==> config.mk <==
export PLATFORM = sky130hd
export DESIGN_NAME = io_port_router
export DESIGN_NICKNAME = d
export VERILOG_FILES = /design/src/rtl/io_router_pkg.sv /design/src/rtl/io_addr_decode.sv /design/src/rtl/io_beat_seq.sv /design/src/rtl/io_read_merge.sv /design/src/rtl/io_port_router.sv
export SDC_FILE = /design/constraint.sdc
export NUM_CORES = 1
export LEC_CHECK = 0
export BUFFER_PORTS_ARGS = -buffer_cell sky130_fd_sc_hd__buf_2
export CAP_MARGIN = 20
export CORE_MARGIN = 5
export CORE_UTILIZATION = 54
export DETAILED_ROUTE_END_ITERATION = 16
export GPL_ROUTABILITY_DRIVEN = 0
export PLACE_DENSITY_LB_ADDON = 0.2
export SYNTH_ARGS = -nofsm -noshare
export SYNTH_HDL_FRONTEND = slang
export SYNTH_SLANG_ARGS = --single-unit
==> constraint.sdc <==
create_clock -name clk -period 8.3 [get_ports clk]
set_input_delay 0.83 -clock clk [delete_from_list [all_inputs] [get_ports clk]]
set_output_delay 0.83 -clock clk [all_outputs]
set_load 0.05 [all_outputs]
==> src/rtl/io_router_pkg.sv <==
package io_router_pkg;

  typedef enum logic [1:0] {
    TGT_NONE = 2'd0,
    TGT_REG  = 2'd1,
    TGT_ROM  = 2'd2,
    TGT_CART = 2'd3
  } tgt_e;

  // Pick one byte of a 16-bit word: hi=1 takes bits 15:8.
  function automatic logic [7:0] lane_byte(input logic [15:0] w, input logic hi);
    return hi ? w[15:8] : w[7:0];
  endfunction

  // Lane enable of a byte beat, taken from its address bit 0.
  function automatic logic [1:0] byte_be(input logic a0);
    return a0 ? 2'b10 : 2'b01;
  endfunction

  // A word request that can go out as a single 16-bit beat.
  function automatic logic single_word(input logic a0, input logic [1:0] be,
                                       input tgt_e t, input logic old_variant);
    logic wide_tgt;
    wide_tgt = (t == TGT_REG) || (t == TGT_ROM);
    return (be == 2'b11) &&
           ((!a0 && wide_tgt) || (a0 && old_variant && (t == TGT_ROM)));
  endfunction

endpackage

==> src/rtl/io_addr_decode.sv <==
module io_addr_decode
  import io_router_pkg::*;
#(
  parameter int                  ADDR_W   = 16,
  parameter logic [ADDR_W-1:0]   ROM_LO   = 16'h00B8,
  parameter logic [ADDR_W-1:0]   ROM_HI   = 16'h00BF,
  parameter logic [ADDR_W-1:0]   CART_LO  = 16'h00C0,
  parameter logic [ADDR_W-1:0]   CART_HI  = 16'h00FF,
  parameter int                  REG_BITS = 9,
  parameter logic [REG_BITS-1:0] REG_HI   = 9'h0B7
) (
  input  logic [ADDR_W-1:0] addr,
  output tgt_e              tgt
);

  logic hit_rom;
  logic hit_cart;
  logic hit_reg;

  assign hit_rom  = (addr >= ROM_LO) && (addr <= ROM_HI);
  assign hit_cart = (addr >= CART_LO) && (addr <= CART_HI);
  assign hit_reg  = (addr[REG_BITS-1:0] <= REG_HI);

  always_comb begin
    if (hit_rom)       tgt = TGT_ROM;
    else if (hit_cart) tgt = TGT_CART;
    else if (hit_reg)  tgt = TGT_REG;
    else               tgt = TGT_NONE;
  end

endmodule

==> src/rtl/io_beat_seq.sv <==
module io_beat_seq
  import io_router_pkg::*;
#(
  parameter int ADDR_W        = 16,
  parameter bit OLD_VARIANT   = 1'b0,
  parameter int CART_SLOW_CYC = 2
) (
  input  logic              clk,
  input  logic              rst_n,
  input  logic              color_mode,
  input  logic              cart_fast,
  input  logic              cpu_valid,
  input  logic [ADDR_W-1:0] cpu_addr,
  input  logic [1:0]        cpu_be,
  input  logic              cpu_we,
  input  logic [15:0]       cpu_wdata,
  input  tgt_e              req_tgt,
  input  tgt_e              beat_tgt,
  output logic              accept,
  output logic              beat_en,
  output logic              beat_word,
  output logic              beat_lane,
  output logic              beat_end,
  output logic              last_end,
  output logic [ADDR_W-1:0] beat_addr,
  output logic [1:0]        beat_be,
  output logic [15:0]       beat_wdata,
  output logic              beat_we
);

  localparam int CW = (CART_SLOW_CYC > 1) ? $clog2(CART_SLOW_CYC) : 1;
  localparam logic [CW-1:0] SLOW_LAST = CW'(CART_SLOW_CYC - 1);

  logic              busy;
  logic [ADDR_W-1:0] r_addr;
  logic [1:0]        r_be;
  logic              r_we;
  logic [15:0]       r_wdata;
  logic              r_word;
  logic              lane;
  logic [CW-1:0]     cnt;

  logic              more;
  logic              cart_quick;
  logic              beat_start;
  logic [CW-1:0]     beat_last;
  logic [7:0]        lane_data;

  assign accept     = cpu_valid && !busy;
  assign beat_addr  = r_word ? r_addr : (r_addr + {{(ADDR_W-1){1'b0}}, lane});
  assign beat_en    = busy && (r_word || r_be[lane]);
  assign beat_word  = r_word;
  assign beat_lane  = lane;
  assign beat_we    = r_we;
  assign lane_data  = lane_byte(r_wdata, lane);
  assign beat_be    = r_word ? 2'b11 : byte_be(beat_addr[0]);
  assign beat_wdata = r_word ? r_wdata : {lane_data, lane_data};

  assign cart_quick = color_mode && cart_fast;
  assign beat_last  = (beat_en && (beat_tgt == TGT_CART) && !cart_quick) ? SLOW_LAST : '0;
  assign beat_start = busy && (cnt == '0);
  assign beat_end   = busy && (cnt == beat_last);
  assign more       = !r_word && !lane && r_be[1];
  assign last_end   = beat_end && !more;

  always_ff @(posedge clk) begin
    if (!rst_n) begin
      busy    <= 1'b0;
      r_addr  <= '0;
      r_be    <= '0;
      r_we    <= 1'b0;
      r_wdata <= '0;
      r_word  <= 1'b0;
      lane    <= 1'b0;
      cnt     <= '0;
    end else if (accept) begin
      busy    <= 1'b1;
      r_addr  <= cpu_addr;
      r_be    <= cpu_be;
      r_we    <= cpu_we;
      r_wdata <= cpu_wdata;
      r_word  <= single_word(cpu_addr[0], cpu_be, req_tgt, OLD_VARIANT);
      lane    <= (cpu_be == 2'b10);
      cnt     <= '0;
    end else if (beat_end) begin
      cnt <= '0;
      if (more) lane <= 1'b1;
      else      busy <= 1'b0;
    end else if (busy) begin
      cnt <= cnt + 1'b1;
    end
  end

  // a slow cartridge beat does not end in its first cycle
  assert_slow_hold_R7: assert property (@(posedge clk) disable iff (!rst_n)
    (beat_start && beat_en && (beat_tgt == TGT_CART) && !cart_quick && (CART_SLOW_CYC > 1))
      |-> !beat_end);

  // after the first byte of a split, the high byte beat starts next
  assert_split_next_R6: assert property (@(posedge clk) disable iff (!rst_n)
    (beat_end && more) |=> (beat_start && lane && !r_word));

endmodule

==> src/rtl/io_read_merge.sv <==
module io_read_merge
  import io_router_pkg::*;
(
  input  logic        clk,
  input  logic        rst_n,
  input  logic        accept,
  input  logic        beat_end,
  input  logic        last_end,
  input  logic        beat_en,
  input  logic        beat_word,
  input  logic        beat_lane,
  input  logic        beat_a0,
  input  logic        beat_we,
  input  tgt_e        beat_tgt,
  input  logic [15:0] reg_rdata,
  input  logic [15:0] rom_rdata,
  input  logic [7:0]  cart_rdata,
  input  logic [7:0]  open_byte,
  output logic [15:0] cpu_rdata,
  output logic        cpu_done
);

  logic [15:0] word_val;
  logic [7:0]  byte_val;
  logic        capture;

  assign word_val = (beat_tgt == TGT_ROM) ? rom_rdata : reg_rdata;
  assign capture  = beat_end && beat_en && !beat_we;

  always_comb begin
    unique case (beat_tgt)
      TGT_NONE: byte_val = open_byte;
      TGT_CART: byte_val = cart_rdata;
      TGT_ROM:  byte_val = lane_byte(rom_rdata, beat_a0);
      default:  byte_val = lane_byte(reg_rdata, beat_a0);
    endcase
  end

  always_ff @(posedge clk) begin
    if (!rst_n) begin
      cpu_rdata <= '0;
      cpu_done  <= 1'b0;
    end else begin
      cpu_done <= last_end;
      if (accept)                      cpu_rdata       <= '0;
      else if (capture && beat_word)   cpu_rdata       <= word_val;
      else if (capture && beat_lane)   cpu_rdata[15:8] <= byte_val;
      else if (capture)                cpu_rdata[7:0]  <= byte_val;
    end
  end

  // completion is a single-cycle pulse
  assert_done_pulse_R10: assert property (@(posedge clk) disable iff (!rst_n)
    cpu_done |=> !cpu_done);

endmodule

==> src/rtl/io_port_router.sv <==
module io_port_router
  import io_router_pkg::*;
#(
  parameter int                ADDR_W         = 16,
  parameter logic [ADDR_W-1:0] ROM_LO         = 16'h00B8,
  parameter logic [ADDR_W-1:0] ROM_HI         = 16'h00BF,
  parameter logic [ADDR_W-1:0] CART_LO        = 16'h00C0,
  parameter logic [ADDR_W-1:0] CART_HI        = 16'h00FF,
  parameter int                REG_BITS       = 9,
  parameter logic [REG_BITS-1:0] REG_HI       = 9'h0B7,
  parameter logic [7:0]        OPEN_BUS_MONO  = 8'h90,
  parameter logic [7:0]        OPEN_BUS_COLOR = 8'h90,
  parameter int                CART_SLOW_CYC  = 2,
  parameter bit                OLD_VARIANT    = 1'b0
) (
  input  logic              clk,
  input  logic              rst_n,
  input  logic              color_mode,
  input  logic              cart_fast,
  input  logic              cpu_valid,
  input  logic [ADDR_W-1:0] cpu_addr,
  input  logic [1:0]        cpu_be,
  input  logic              cpu_we,
  input  logic [15:0]       cpu_wdata,
  output logic [15:0]       cpu_rdata,
  output logic              cpu_done,
  output logic [ADDR_W-1:0] tgt_addr,
  output logic [1:0]        tgt_be,
  output logic              tgt_we,
  output logic [15:0]       tgt_wdata,
  output logic              reg_sel,
  input  logic [15:0]       reg_rdata,
  output logic              rom_sel,
  input  logic [15:0]       rom_rdata,
  output logic              cart_sel,
  input  logic [7:0]        cart_rdata
);

  tgt_e              req_tgt;
  tgt_e              beat_tgt;
  logic              accept;
  logic              beat_en;
  logic              beat_word;
  logic              beat_lane;
  logic              beat_end;
  logic              last_end;
  logic [ADDR_W-1:0] beat_addr;
  logic [7:0]        open_byte;

  // Two decoders: one on the incoming request, one on the current beat.
  for (genvar g = 0; g < 2; g++) begin : g_dec
    logic [ADDR_W-1:0] a;
    tgt_e              t;
    assign a = (g == 0) ? cpu_addr : beat_addr;
    io_addr_decode #(
      .ADDR_W(ADDR_W), .ROM_LO(ROM_LO), .ROM_HI(ROM_HI),
      .CART_LO(CART_LO), .CART_HI(CART_HI),
      .REG_BITS(REG_BITS), .REG_HI(REG_HI)
    ) u_dec (
      .addr(a),
      .tgt (t)
    );
  end

  assign req_tgt  = g_dec[0].t;
  assign beat_tgt = g_dec[1].t;

  io_beat_seq #(
    .ADDR_W(ADDR_W), .OLD_VARIANT(OLD_VARIANT), .CART_SLOW_CYC(CART_SLOW_CYC)
  ) u_seq (
    .clk       (clk),
    .rst_n     (rst_n),
    .color_mode(color_mode),
    .cart_fast (cart_fast),
    .cpu_valid (cpu_valid),
    .cpu_addr  (cpu_addr),
    .cpu_be    (cpu_be),
    .cpu_we    (cpu_we),
    .cpu_wdata (cpu_wdata),
    .req_tgt   (req_tgt),
    .beat_tgt  (beat_tgt),
    .accept    (accept),
    .beat_en   (beat_en),
    .beat_word (beat_word),
    .beat_lane (beat_lane),
    .beat_end  (beat_end),
    .last_end  (last_end),
    .beat_addr (beat_addr),
    .beat_be   (tgt_be),
    .beat_wdata(tgt_wdata),
    .beat_we   (tgt_we)
  );

  assign open_byte = color_mode ? OPEN_BUS_COLOR : OPEN_BUS_MONO;

  io_read_merge u_merge (
    .clk       (clk),
    .rst_n     (rst_n),
    .accept    (accept),
    .beat_end  (beat_end),
    .last_end  (last_end),
    .beat_en   (beat_en),
    .beat_word (beat_word),
    .beat_lane (beat_lane),
    .beat_a0   (beat_addr[0]),
    .beat_we   (tgt_we),
    .beat_tgt  (beat_tgt),
    .reg_rdata (reg_rdata),
    .rom_rdata (rom_rdata),
    .cart_rdata(cart_rdata),
    .open_byte (open_byte),
    .cpu_rdata (cpu_rdata),
    .cpu_done  (cpu_done)
  );

  assign tgt_addr = beat_addr;
  assign reg_sel  = beat_en && (beat_tgt == TGT_REG);
  assign rom_sel  = beat_en && (beat_tgt == TGT_ROM);
  assign cart_sel = beat_en && (beat_tgt == TGT_CART);

  // never more than one target selected
  assert_one_target_R3: assert property (@(posedge clk) disable iff (!rst_n)
    $onehot0({reg_sel, rom_sel, cart_sel}));

  // EEPROM select only inside its full-width range
  assert_rom_range_R1: assert property (@(posedge clk) disable iff (!rst_n)
    rom_sel |-> ((tgt_addr >= ROM_LO) && (tgt_addr <= ROM_HI)));

  // cartridge select only inside its range
  assert_cart_range_R2: assert property (@(posedge clk) disable iff (!rst_n)
    cart_sel |-> ((tgt_addr >= CART_LO) && (tgt_addr <= CART_HI)));

  // register select only for low-bit match outside the higher-priority ranges
  assert_reg_range_R3: assert property (@(posedge clk) disable iff (!rst_n)
    reg_sel |-> ((tgt_addr[REG_BITS-1:0] <= REG_HI) &&
                 !((tgt_addr >= ROM_LO) && (tgt_addr <= CART_HI))));

  // the cartridge never sees a two-lane beat
  assert_cart_byte_R8: assert property (@(posedge clk) disable iff (!rst_n)
    cart_sel |-> (tgt_be != 2'b11));

  // all selects are idle in the completion cycle
  assert_done_quiet_R10: assert property (@(posedge clk) disable iff (!rst_n)
    cpu_done |-> !(reg_sel || rom_sel || cart_sel));

endmodule

==> metrics.txt <==
area share of the leading cell type in the synthesized netlist=0.296; Clk Latency, worst-skew pair=0.32 ns; fraction of final layout cells sized beyond drive strength 1=0.318; Post-synth top cells=sky130_fd_sc_hd__nand2_1, sky130_fd_sc_hd__dfxtp_1, sky130_fd_sc_hd__a21boi_0; count of final setup violators=0; crit path time final=3.79 ns; period utilization=0.457; detailed-route wire length=10.4 mm; number of enable flip-flop cells after synthesis=0; cell accounting for the most synthesized area=sky130_fd_sc_hd__dfxtp_1; vias in the first global route=3,544; final hold slack=0.477 ns; number of DRC markers after the initial detailed-route iteration=269; height of the chip=93.7 um; routed wire length per instance=15.8 um; # Max-Cap Violations=0; power per cell area=148 mW/mm2; CP startpoint=u_seq.beat_lane; Clock Sink Count=56; area share of fa/ha/maj cells after synthesis=0.00662; total of flip-flops plus latches after synthesis=56; area of the mapped netlist=0.00378 mm2; top-count cell post-synth=sky130_fd_sc_hd__nand2_1; data required time at the worst endpoint=7.47 ns; maximum clock frequency=0.264 GHz; die footprint=0.00878 mm2; mean area per synthesized cell=8.35 um2; Critical R2R Launch=u_seq.beat_lane; type of the tightest min-delay check=reg -> reg; number of hold-repair buffers added at the cts stage=0; width of the die=93.7 um; I/O pin total=135; Antenna Cells=0; unrepaired setup endpoints after global routing=false; Fin Clk Skew=0.00832 ns; initial core utilization=0.557; number of rows created at floorplan=30; antenna violations before repair=0; total via count in the routed design=3,747; net count of the mapped netlist=535; number of standard cells after synthesis=453; largest family of logic cells by synthesized area=simple AND/OR/NAND/NOR gates; type of origin of the critical path=flip-flop; largest cells by area after synthesis=sky130_fd_sc_hd__dfxtp_1, sky130_fd_sc_hd__nand2_1, sky130_fd_sc_hd__mux2i_1; sum of negative setup slack=0 ns; TritonCTS clock tree=done; Inserted Clock Buffers=5; post-cts gate resize count=0; leakage power figure=2.21 nW; final count of pins violating max slew=0; maximum count of clock buffers along a single path=2; placed cell areas=0.00443 mm2; Slew headroom=0.256; largest fanout on the critical path=9; share of flip-flops with an asynchronous set or reset after synthesis=0; CP Class=reg -> out; primary flip-flop cell chosen by synthesis mapping=sky130_fd_sc_hd__dfxtp_1; Post-Route Utilization=0.669; post-route standard cell area excluding fillers=0.00454 mm2; synthesized-area fraction occupied by ao, oa, aoi and oai cells=0.214; Worst Hold Launch=u_merge.cpu_rdata[12]; XOR/XNOR Fraction of Synth Area=0.0344; endpoint type of the worst setup path=output pin; sequential element share of the synthesized area=0.296; aggregate global routing overflow=0; Global Route Usage Sum=0.232; post-place setup slack=4.62 ns; synth-to-layout area growth=20.1%; dpl hpwl=7.84 mm; First-pass DRT Iterations=5; CTS Root Cell=sky130_fd_sc_hd__clkbuf_8; remaining routing DRC violations=0; pin count of the biggest net entering global routing=43; number of distinct library cell variants in the gate-level netlist after synthesis=63; Final Hold Violating Endpoints=0; synthesized-area fraction occupied by and/or/nand/nor cells=0.260; number of I/O port buffers=134; actual slew at the worst max-slew pin=1.12 ns; Worst VDD drop=0.126 mV; setup bufs post-CTS=0; core footprint=0.00679 mm2; clock transition time at the flip-flop clock pins of the worst setup and hold paths=0.11 ns; mux contribution to synthesized area=0.136; NumNets Final=644; Arrival @ worst endpoint=2.96 ns; Yosys warning total=0; CTS H-tree depth=2; outcome=finished clean; vias per cell=5.69; global-route wire length before repair=16.6 mm; Post-DRT Antenna Nets=0; final worst slack=4.51 ns
==> layout by cell type (no fill, tap or decap), types with 5 or more instances in the layout <==
cell type,Yosys,layout
sky130_fd_sc_hd__a21boi_0,36,35
sky130_fd_sc_hd__a21oi_1,12,12
sky130_fd_sc_hd__a32o_1,8,8
sky130_fd_sc_hd__and4b_1,5,5
sky130_fd_sc_hd__buf_2,7,134
sky130_fd_sc_hd__clkbuf_8,0,5
sky130_fd_sc_hd__dfxtp_1,56,56
sky130_fd_sc_hd__inv_1,6,6
sky130_fd_sc_hd__mux2_2,19,19
sky130_fd_sc_hd__mux2i_1,29,29
sky130_fd_sc_hd__nand2_1,92,92
sky130_fd_sc_hd__nand2b_1,11,11
sky130_fd_sc_hd__nand3_1,8,8
sky130_fd_sc_hd__nand4_1,6,6
sky130_fd_sc_hd__nor2_1,15,15
sky130_fd_sc_hd__nor2b_1,8,7
sky130_fd_sc_hd__nor3_1,6,6
sky130_fd_sc_hd__o2111a_1,6,6
sky130_fd_sc_hd__o211ai_1,8,8
sky130_fd_sc_hd__o21ai_0,13,13
sky130_fd_sc_hd__or3_1,5,5
sky130_fd_sc_hd__xnor2_1,11,11
==> kinds of logic after synthesis <==
| logic type | count (synthesis) |
|---|---|
| xor gates and xnor gates | 14 |
| buffers and inverters | 41 |
| and+or+nand+nor | 184 |
| AOI/OAI and AO/OA | 107 |
| DFF | 56 |
| muxes | 49 |
| adders and majority gates | 2 |
==> state kept, by name, indices dropped and copies added (netlist names) <==
signal / cells
u_seq.beat_word: 1
u_seq.cnt: 1
u_seq.r_wdata: 16
u_seq.beat_lane: 1
u_seq.r_addr: 16
u_merge.cpu_rdata: 16
u_seq.busy: 1
u_seq.r_be: 2
u_seq.beat_we: 1
u_merge.cpu_done: 1
==> final timing paths <==
kind / cells after the start / slack [ns] / endpoint
worst max register to register: 10 / 4.60 / u_merge.cpu_rdata[7]
worst max-delay path: 8 / 4.51 / reg_sel
worst min register to register: 1 / 0.48 / u_merge.cpu_rdata[12]
worst min-delay path: 1 / 0.48 / u_merge.cpu_rdata[12]
==> through the flow <==
step	power [mW]	cells
CTS	0.678	659
floorplan	0.437	453
finish	0.674	659
global placement	0.488	651
global route	0.704	659
detailed placement	0.492	651
==> final cells by class <==
class | instances | area, um2
clock buffer | 5 | 68.8
clock inverter | 3 | 46.3
fill | 622 | 2250
inverter | 6 | 22.5
multi-input combinational | 356 | 2470
sequential | 56 | 1120
tap | 96 | 120
timing repair buffer | 137 | 693
==> critical path: stages (launching register included) <==
cell	delay [ns]
sky130_fd_sc_hd__dfxtp_1	0.47
sky130_fd_sc_hd__ha_1	0.27
sky130_fd_sc_hd__ha_1	0.27
sky130_fd_sc_hd__nand3b_4	0.16
sky130_fd_sc_hd__o21ai_0	0.23
sky130_fd_sc_hd__nand4_1	0.17
sky130_fd_sc_hd__o211ai_1	0.76
sky130_fd_sc_hd__nor2_1	0.07
sky130_fd_sc_hd__buf_2	0.24
==> metal layers <==
metal	vias up	global-route usage	part of all wire
met1	1726	0.291	0.42
met5	-	0	0
met2	148	0.405	0.48
met3	19	0.0497	0.082
met4	0	0.0566	0.014
li1	1854	-	-
==> report_power, final <==
group          internal, mW  switching [mW]  total, mW  leakage [nW]
registers             0.281          0.0173      0.298         0.457
clock network        0.0917          0.0966      0.188        0.0600
logic                0.0680           0.120      0.188          1.69
total                 0.440           0.234      0.674          2.21
No activity file was read; power rests on OpenSTA's default activity.
